===== src/rtl/glift_pkg.sv =====
package glift_pkg;

    // A data bit travelling with its own taint bit.
    typedef struct packed {
        logic v;   // logic value
        logic t;   // 1 = tainted
    } tbit_t;

    typedef enum logic [1:0] {
        GATE_AND = 2'd0,
        GATE_OR  = 2'd1
    } gate_kind_e;

    // Value of the functional gate.
    function automatic logic gate_value(input gate_kind_e k, input logic a, input logic b);
        return (k == GATE_AND) ? (a & b) : (a | b);
    endfunction

    // Shadow logic: taint of a two-input gate output. The value of each
    // input is read, so an untainted controlling value hides the other taint.
    function automatic logic gate_shadow(input gate_kind_e k, input tbit_t a, input tbit_t b);
        logic pa;
        logic pb;
        // pa: a passes the b input through (a is at its non-controlling value)
        pa = (k == GATE_AND) ? a.v : ~a.v;
        pb = (k == GATE_AND) ? b.v : ~b.v;
        return (pa & b.t) | (pb & a.t) | (a.t & b.t);
    endfunction

endpackage


===== src/rtl/glift_gate2.sv =====
module glift_gate2
    import glift_pkg::*;
#(
    parameter gate_kind_e KIND = GATE_AND
) (
    input  tbit_t a,
    input  tbit_t b,
    output tbit_t y
);

    always_comb begin
        y.v = gate_value(KIND, a.v, b.v);
        y.t = gate_shadow(KIND, a, b);
    end

    // a gate with no tainted input never has a tainted output
    always_comb begin
        if (!a.t && !b.t) begin
            a_r2_gate_clean: assert (!y.t);
        end
    end

endmodule


===== src/rtl/glift_inv.sv =====
module glift_inv
    import glift_pkg::*;
(
    input  tbit_t a,
    output tbit_t y
);

    // The taint follows the wire. Only the value is inverted.
    assign y.v = ~a.v;
    assign y.t = a.t;

endmodule


===== src/rtl/glift_mux_lane.sv =====
module glift_mux_lane
    import glift_pkg::*;
(
    input  tbit_t s,
    input  tbit_t d0,
    input  tbit_t d1,
    output tbit_t y
);

    tbit_t s_n;
    tbit_t g0;
    tbit_t g1;

    glift_inv u_inv (
        .a (s),
        .y (s_n)
    );

    glift_gate2 #(.KIND(GATE_AND)) u_and0 (
        .a (d0),
        .b (s_n),
        .y (g0)
    );

    glift_gate2 #(.KIND(GATE_AND)) u_and1 (
        .a (d1),
        .b (s),
        .y (g1)
    );

    glift_gate2 #(.KIND(GATE_OR)) u_or (
        .a (g0),
        .b (g1),
        .y (y)
    );

    always_comb begin
        // the lane selects data whatever the taint bits are
        a_r1_select: assert (y.v == (s.v ? d1.v : d0.v));
        // with an untainted select, the unselected lane is hidden
        if (!s.t && !s.v && !d0.t) begin
            a_r3_hide_one: assert (!y.t);
        end
        if (!s.t && s.v && !d1.t) begin
            a_r3_hide_zero: assert (!y.t);
        end
        // with an untainted select, the selected taint reaches the output
        if (!s.t) begin
            a_r7_follow: assert (y.t == (s.v ? d1.t : d0.t));
        end
    end

endmodule


===== src/rtl/glift_mux_tracker.sv =====
module glift_mux_tracker
    import glift_pkg::*;
#(
    parameter int WIDTH = 8
) (
    input  logic             sel,
    input  logic             sel_taint,
    input  logic [WIDTH-1:0] in_zero,
    input  logic [WIDTH-1:0] in_zero_taint,
    input  logic [WIDTH-1:0] in_one,
    input  logic [WIDTH-1:0] in_one_taint,
    output logic [WIDTH-1:0] out_data,
    output logic [WIDTH-1:0] out_taint,
    output logic             any_taint
);

    localparam int LANES = WIDTH;

    tbit_t sel_tb;
    assign sel_tb = '{v: sel, t: sel_taint};

    for (genvar i = 0; i < LANES; i++) begin : g_lane
        tbit_t d0;
        tbit_t d1;
        tbit_t yo;
        assign d0 = '{v: in_zero[i], t: in_zero_taint[i]};
        assign d1 = '{v: in_one[i],  t: in_one_taint[i]};

        glift_mux_lane u_lane (
            .s  (sel_tb),
            .d0 (d0),
            .d1 (d1),
            .y  (yo)
        );

        assign out_data[i]  = yo.v;
        assign out_taint[i] = yo.t;
    end

    assign any_taint = |out_taint;

    // no tainted input anywhere gives no taint anywhere
    always_comb begin
        if (!sel_taint && (in_zero_taint == '0) && (in_one_taint == '0)) begin
            a_r2_all_clean: assert (!any_taint && (out_taint == '0));
        end
    end

endmodule


===== config.mk =====
export PLATFORM = sky130hd
export DESIGN_NAME = glift_mux_tracker
export DESIGN_NICKNAME = d
export VERILOG_FILES = /design/src/rtl/glift_pkg.sv /design/src/rtl/glift_gate2.sv /design/src/rtl/glift_inv.sv /design/src/rtl/glift_mux_lane.sv /design/src/rtl/glift_mux_tracker.sv
export SDC_FILE = /design/constraint.sdc
export NUM_CORES = 1
export LEC_CHECK = 0
export BUFFER_PORTS_ARGS = -buffer_cell sky130_fd_sc_hd__buf_2
export CAP_MARGIN = 25
export CORE_AREA = 2 2 39 41
export DETAILED_ROUTE_END_ITERATION = 10
export DIE_AREA = 0 0 41 43
export PLACE_DENSITY_LB_ADDON = 0.15
export SLEW_MARGIN = 5
export SYNTH_ARGS = -nofsm -noshare
export SYNTH_HDL_FRONTEND = slang
export SYNTH_SLANG_ARGS = --single-unit

===== constraint.sdc =====
create_clock -name vclk -period 1.2
set_input_delay 0 -clock vclk [all_inputs]
set_output_delay 0 -clock vclk [all_outputs]
set_load 0.02 [all_outputs]

=== Yosys cells after proc, flatten, opt, wreduce, memory -nomap -nowiden ===
Cells that the tools add are included.

* Reductions and logical operators: 1
* $add $sub $neg: 0
* Div/mod/pow operators: 0
* $lt $le $gt $ge: 0
* Muxes and demuxes: 0
* Multiply operators: 0
* Equality and inequality tests: 0
* Bitwise gates (word level): 161
* Shift-type cells: 0

{| class="wikitable"
|+ Operators by type and width
! cell !! number
|-
| 1-bit bitwise AND || 88
|-
| 1-bit OR || 56
|-
| 1-bit NOT || 17
|-
| 8-bit OR reduction || 1
|}

* Bits in registers: 0
* Output and inout bits: 17
* Latch bits: 0
* Word-level logic and storage cells: 162
* Memory bits (writable): 0
* Input port bits: 34
* Memories: 0
* Bits in read-only memories: 0

=== Depth between registers and ports, before layout ===
Gate-level depths: netlist of the first run.

* Depth in word-level cells: 8
* Mapped depth: 5

=== Cells and area by module ===
From an unflattened synthesis of the first run, not the netlist that was laid out.

* Cell total of the unflattened synthesis: 115
* Area, all modules: 606.8 um2

{| class="wikitable"
|+ By module, submodules not included
! module !! area an instance (um2) !! times used !! cells each
|-
| glift_gate2 (g_lane[0].u_lane.u_and0 ...) || 18.8 || 16 || 4
|-
| glift_gate2 (g_lane[0].u_lane.u_or ...) || 25.0 || 8 || 4
|-
| glift_inv || 11.3 || 8 || 2
|-
| glift_mux_tracker || 16.3 || 1 || 3
|}

=== Worst setup path after synthesis of the first run ===
OpenSTA, ideal clock, no wires.

* Path kind: input -> output
* Start point: input in_zero[0]
* End point: output any_taint
* Path slack: -0.089 ns
* Data required time: 1.200 ns
* Data arrival time: 1.289 ns
* Stages: 4
* Buffers on the path: 0
* Path through: or4_1 o21ai_2 o2111ai_1 or4_1

* Cells in the longest elaborated chain, start to end: 7

{| class="wikitable"
|+ RTL lines
! what !! RTL line !! text
|-
| start: declaration || glift_mux_tracker.sv:8 || <nowiki>input logic [WIDTH-1:0] in_zero,</nowiki>
|-
| 1-bit bitwise AND || glift_pkg.sv:27 || <nowiki>return (pa & b.t) | (pb & a.t) | (a.t & b.t);</nowiki>
|-
| 1-bit OR (2 in a row) || glift_pkg.sv:27 ||
|-
| 1-bit bitwise AND || glift_pkg.sv:27 ||
|-
| 1-bit OR || glift_pkg.sv:27 ||
|-
| 1-bit OR (*) || glift_pkg.sv:27 ||
|-
| 8-bit OR reduction (*) || glift_mux_tracker.sv:40 || <nowiki>assign any_taint = |out_taint;</nowiki>
|-
| end: declaration || glift_mux_tracker.sv:14 || <nowiki>output logic any_taint</nowiki>
|}

Every way passes the cells marked *; elsewhere a longest branch is shown, timed or not.

=== Worst setup path after layout of the first run ===
* Start point: input in_zero[6]
* End point: output any_taint

The elaborated chain is that of the path after synthesis.

==> qor.csv, run 1 <==
metric;value;unit
setup bufs post-CTS;0;
Area growth syn-to-layout;108;%
FF+latch count;0;
gr busiest metal;met2;
Min Clock Period, post-route;1.40;ns
all-layer global routing usage;12.9;%
Crit path buffers/inverters;2;
CP Class;primary input to output pin;
CP delay by family, top;simple AND/OR/NAND/NOR gates;
detailed placer's ending HPWL;1010;microns
DR vias;568;
final slew viol count;0;
core footprint;1380;sq um
initial antenna violation count;0;
synth warn;0;
Antenna diodes;0;
critical path startpoint;in_zero[6];
CP arrival;1.40;ns
WP depth;6;
Max stage delay on crit path;0.52;ns
Die ar.;1760;sq um
slew margin rel.;74.2;%
Critical Path Sink;any_taint;
Distinct cells, synth;16;
GP Congestion;0.643;
initial core utilization;25.6;%
DIE HEIGHT;43;microns
RSZ-0062 raised after global routing;yes;
Max Clk Rate;712;MHz
post-synthesis sequential area ratio;0;%
DR iter-0 viols;4;
synthesized cell area;354;sq um
Ports;51;
Cell Area, Placed;693;sq um
GR Util met3;0;%
Mapped Cells;46;
Die Wd;41;microns
met1 usage;14.2;%
detail-routed via count per cell;4.77;
CP Cell Sequence;buf_6 > or4_4 > o21ai_2 > o2111ai_2 > or4_4 > buf_6;
final hold viol count;0;
vias in the first global route;489;
setup ws final;-0.205;ns
post-route cell area;736;sq um
syn_nets;80;
largest net degree at the start of global routing;10;
Avg WL per Cell;9.38;microns
M2 GR Usage;26.3;%
pre-CTS setup slack;-0.247;ns
element type at the critical path start;primary input;
final net count;139;
outcome;finished, violations left;
Port Buffer Count;51;
sequential cell area;0;sq um
final setup violating endpoints;1;
total of max-cap violations;0;
final core occ;53.2;%
period utilization;117;%
P per Cell Area;401;nW/um^2
DRC viols;0;
Post-Route WL;1120;microns
CP max stage cell;or4_4;
post-route ant nets;0;
Worst Setup End Kind;output pin;
Post-Route Setup TNS;-0.205;ns
worst slew pin tran;0.385;ns
cts-stage hold buffer count;0;
failing checks;negative setup slack;
DRT Pass-1 Iters;2;
global-route wire length before repair;1750;microns
hold crit path type;primary input to output pin;
Post-Syn Area per Cell;7.70;sq um
CLK BUF;0;
layout cells sized above 1;78.6;%
num rows;14;
critical path data required time;1.20;ns
Worst IR Drop VDD;0.000156;V
Worst Path Max Fanout;2;
global route total overflow;0;
Pleak;0.355;nW
layout by cell type (no fill, tap or decap), types with 2 or more instances in the layout:
cell      netlist  layout
a211oi_1        4       2
buf_4           1       9
buf_6           0       4
mux2_2         10      10
or4_4           2       4
a211oi_2        0       2
o21ai_2         3       2
nor3_1          2       2
inv_1           3       3
buf_2           2      47
nor2_1          4       4
nor2b_1         4       4
nor4_1          5       5
power by group:
part	switching, mW	internal, mW
clock	0	0
combinational	0.148	0.147
sequential	0	0
synthesized netlist by cell type:
cell | count | area, sq um
mux2_2 | 10 | 113
nor4_1 | 5 | 31.3
a211oi_1 | 4 | 30.0
nor2_1 | 4 | 15.0
nor2b_1 | 4 | 25.0
inv_1 | 3 | 11.3
o21ai_2 | 3 | 26.3
buf_2 | 2 | 10.0
nor3_1 | 2 | 10.0
or4_1 | 2 | 15.0
or4_4 | 2 | 22.5
buf_4 | 1 | 7.51
mux2_4 | 1 | 15.0
nor3b_1 | 1 | 7.51
o2111ai_1 | 1 | 8.76
o22ai_1 | 1 | 6.26
kinds of logic after synthesis:
logic type             Yosys count  share of synthesized area [%]
and+or+nand+nor                 20                           35.7
muxes                           11                           36.0
AOI/OAI and AO/OA                9                           20.1
buffers and inverters            6                           8.13
how the worst min path moves through the flow:
stage | start | endpoint | slack [ns] | cells past startpoint
global placement | in_zero[0] | out_data[0] | 0.35 | 3
global route | in_zero[0] | out_data[0] | 0.35 | 3
CTS | in_zero[6] | out_data[6] | 0.34 | 3
floorplan | in_zero[0] | out_data[0] | 0.19 | 1
detailed placement | in_one[7] | out_data[7] | 0.36 | 3
finish | in_zero[0] | out_data[0] | 0.34 | 3
per-layer routing:
| metal | up-vias | share of wire [%] |
|---|---|---|
| li1 | 297 | - |
| met1 | 248 | 37 |
| met2 | 23 | 55 |
| met3 | 0 | 8.6 |
| met4 | 0 | 0 |
| met5 | - | 0 |
final cells by class:
type               instances  area (sq um)
fillers                  142           648
well taps                 16          20.0
repair buffers            60           348
inverters                  3          11.3
multi-input cells         40           357
timing repair:
item                       in CTS  in global routing
gates resized for setup         9                  0
setup endpoints to repair       1                  1
hold endpoints to repair        0                  0
pin swaps                       1                  0
through the flow:
stage	power, mW	cells	hold WS (ns)
after global routing	0.321	119	0.350
after CTS	0.298	119	0.342
after detailed placement	0.284	119	0.359
final	0.295	119	0.341
after global placement	0.282	119	0.354
after floorplan	0.153	46	0.189
No activity file was read; power rests on OpenSTA's default activity.
==> run 2, diff against run 1 <==
--- a/config.mk
+++ b/config.mk
@@ -5,11 +5,11 @@
 export SDC_FILE = /design/constraint.sdc
 export NUM_CORES = 1
 export LEC_CHECK = 0
-export BUFFER_PORTS_ARGS = -buffer_cell sky130_fd_sc_hd__buf_2
 export CAP_MARGIN = 25
 export CORE_AREA = 2 2 39 41
 export DETAILED_ROUTE_END_ITERATION = 10
 export DIE_AREA = 0 0 41 43
+export DONT_BUFFER_PORTS = 1
 export PLACE_DENSITY_LB_ADDON = 0.15
 export SLEW_MARGIN = 5
 export SYNTH_ARGS = -nofsm -noshare
==> run 2 against run 1 <==
  * The flow still finishes with violations (negative setup slack)
  * Utilization fell by 22 points
  * Non-clock buffer count fell by 55
  * Critical endpoint unchanged
  * Global-route usage fell by 2.1 points
  * Largest power group unchanged
  * Via count fell by 33%
  * Flip-flop and latch count did not move
  * Worst hold slack got worse by 0.15 ns
==> qor.csv, run 2 (synthesis gave the netlist of run 1 again) <==
metric;value;unit;change
Die ar.;1760;sq um;unchanged
Pleak;0.131;nW;-63%
CP max stage cell;or4_4;;
DRC viols;0;;unchanged
critical path data required time;1.20;ns;about the same
final net count;84;;-40%
DR vias;383;;-33%
detailed placer's ending HPWL;864;microns;-14%
CP arrival;1.23;ns;-0.17 ns
CP Cell Sequence;or4_4 > o21ai_4 > o2111ai_2 > or4_4;;
most used cell, CP;or4_4;;
cts-stage hold buffer count;0;;unchanged
Antenna diodes;0;;unchanged
Port Buffer Count;0;;-100%
outcome;finished, violations left;;
initial antenna violation count;0;;unchanged
final core occ;30.7;%;-22 points
CP Class;primary input to output pin;;
Worst IR Drop VDD;0.000137;V;-12%
final setup violating endpoints;1;;unchanged
DR iter-0 viols;1;;-3
period utilization;102;%;-15 points
Area growth syn-to-layout;20.1;%;
DRT Pass-1 Iters;2;;unchanged
total of max-cap violations;0;;unchanged
DIE HEIGHT;43;microns;unchanged
vias in the first global route;383;;-22%
final slew viol count;0;;unchanged
element type at the critical path start;primary input;;
P per Cell Area;400;nW/um^2;-0.36%
global-route wire length before repair;1420;microns;-19%
Max stage delay on crit path;0.53;ns;about the same
hold crit path type;primary input to output pin;;
worst slew pin tran;0.508;ns;+0.123 ns
all-layer global routing usage;10.8;%;-2.1 points
most frequent cells in the layout;mux2_2, nor4_1, buf_4;;
CLK BUF;0;;unchanged
Worst Path Max Fanout;2;;unchanged
RSZ-0062 raised after global routing;yes;;
GP Congestion;0.541;;-16%
Fill cells;148;;+4.2%
Worst Setup End Kind;output pin;;
metal1 wirelength;315;microns;-23%
Max Clk Rate;815;MHz;+15%
Ports;51;;unchanged
final hold viol count;0;;unchanged
global route total overflow;0;;unchanged
layout cells sized above 1;54.2;%;-24 points
initial core utilization;25.6;%;unchanged
Top Metal Used;met3;;
FF+latch count;0;;unchanged
core footprint;1380;sq um;unchanged
Avg WL per Cell;15.8;microns;+68%
Post-Route WL;1010;microns;-9.6%
commonest non-fill, non-tap cell in the layout;mux2_2;;
area of the multi-input gates;357;sq um;unchanged
met2 routed WL;581;microns;-4.8%
num rows;14;;unchanged
Final Total Pwr;0.170;mW;-42%
Crit path buffers/inverters;0;;-2
failing checks;negative setup slack;;
slew margin rel.;65.8;%;-8.4 points
largest net degree at the start of global routing;22;;+12
setup ws final;-0.0268;ns;+0.178 ns
Die Wd;41;microns;unchanged
Min Clock Period, post-route;1.23;ns;-0.178 ns
CP delay by family, top;simple AND/OR/NAND/NOR gates;;
routed length on met3;112;microns;+17%
post-route ant nets;0;;unchanged
detail-routed via count per cell;5.98;;+25%
sequential cell area;0;sq um;unchanged
setup bufs post-CTS;0;;unchanged
[run 2: cell count changes in the layout (fill, tap and decap cells not counted), sizes merged]
cell / delta
buf: -55
[run 2: repair_timing]
item                       4_1_cts  5_1_grt
setup endpoints to repair        1        1
pin swaps                        0        1
resized for setup                1        2
[run 2: worst paths after layout]
check	slack (ns)	cells past startpoint	start	end
setup / recovery	-0.03	4	in_one_taint[6]	any_taint
hold / removal	0.19	1	in_zero[5]	out_data[5]
[run 2: report_power, final]
part	switching [mW]	internal, mW
clock network	0	0
registers	0	0
logic	0.0968	0.0733
total	0.0968	0.0733
[run 2: metal layers]
layer  GRT usage (%)  vias to the layer above
met5               0                        -
met4               0                        0
met3           0.524                        0
met2            22.8                       24
met1            10.8                      172
li1                -                      187
[run 2: final cells by class]
class                      instances  share of cell area, %
inverter                           3                   2.65
multi-input combinational         40                   83.8
tap                               16                   4.71
timing repair buffer               5                   8.82
[run 2: stage by stage]
step,setup WS (ns),std cells,hold slack (ns),instance area [sq um],TNS [ns]
after floorplan,0.0304,46,0.189,368,0
after global placement,-0.0360,64,0.194,408,-0.0360
after detailed placement,-0.0344,64,0.191,408,-0.0344
after CTS,-0.0360,64,0.192,414,-0.0360
after global routing,-0.0661,64,0.194,425,-0.0661
final,-0.0268,64,0.191,425,-0.0268
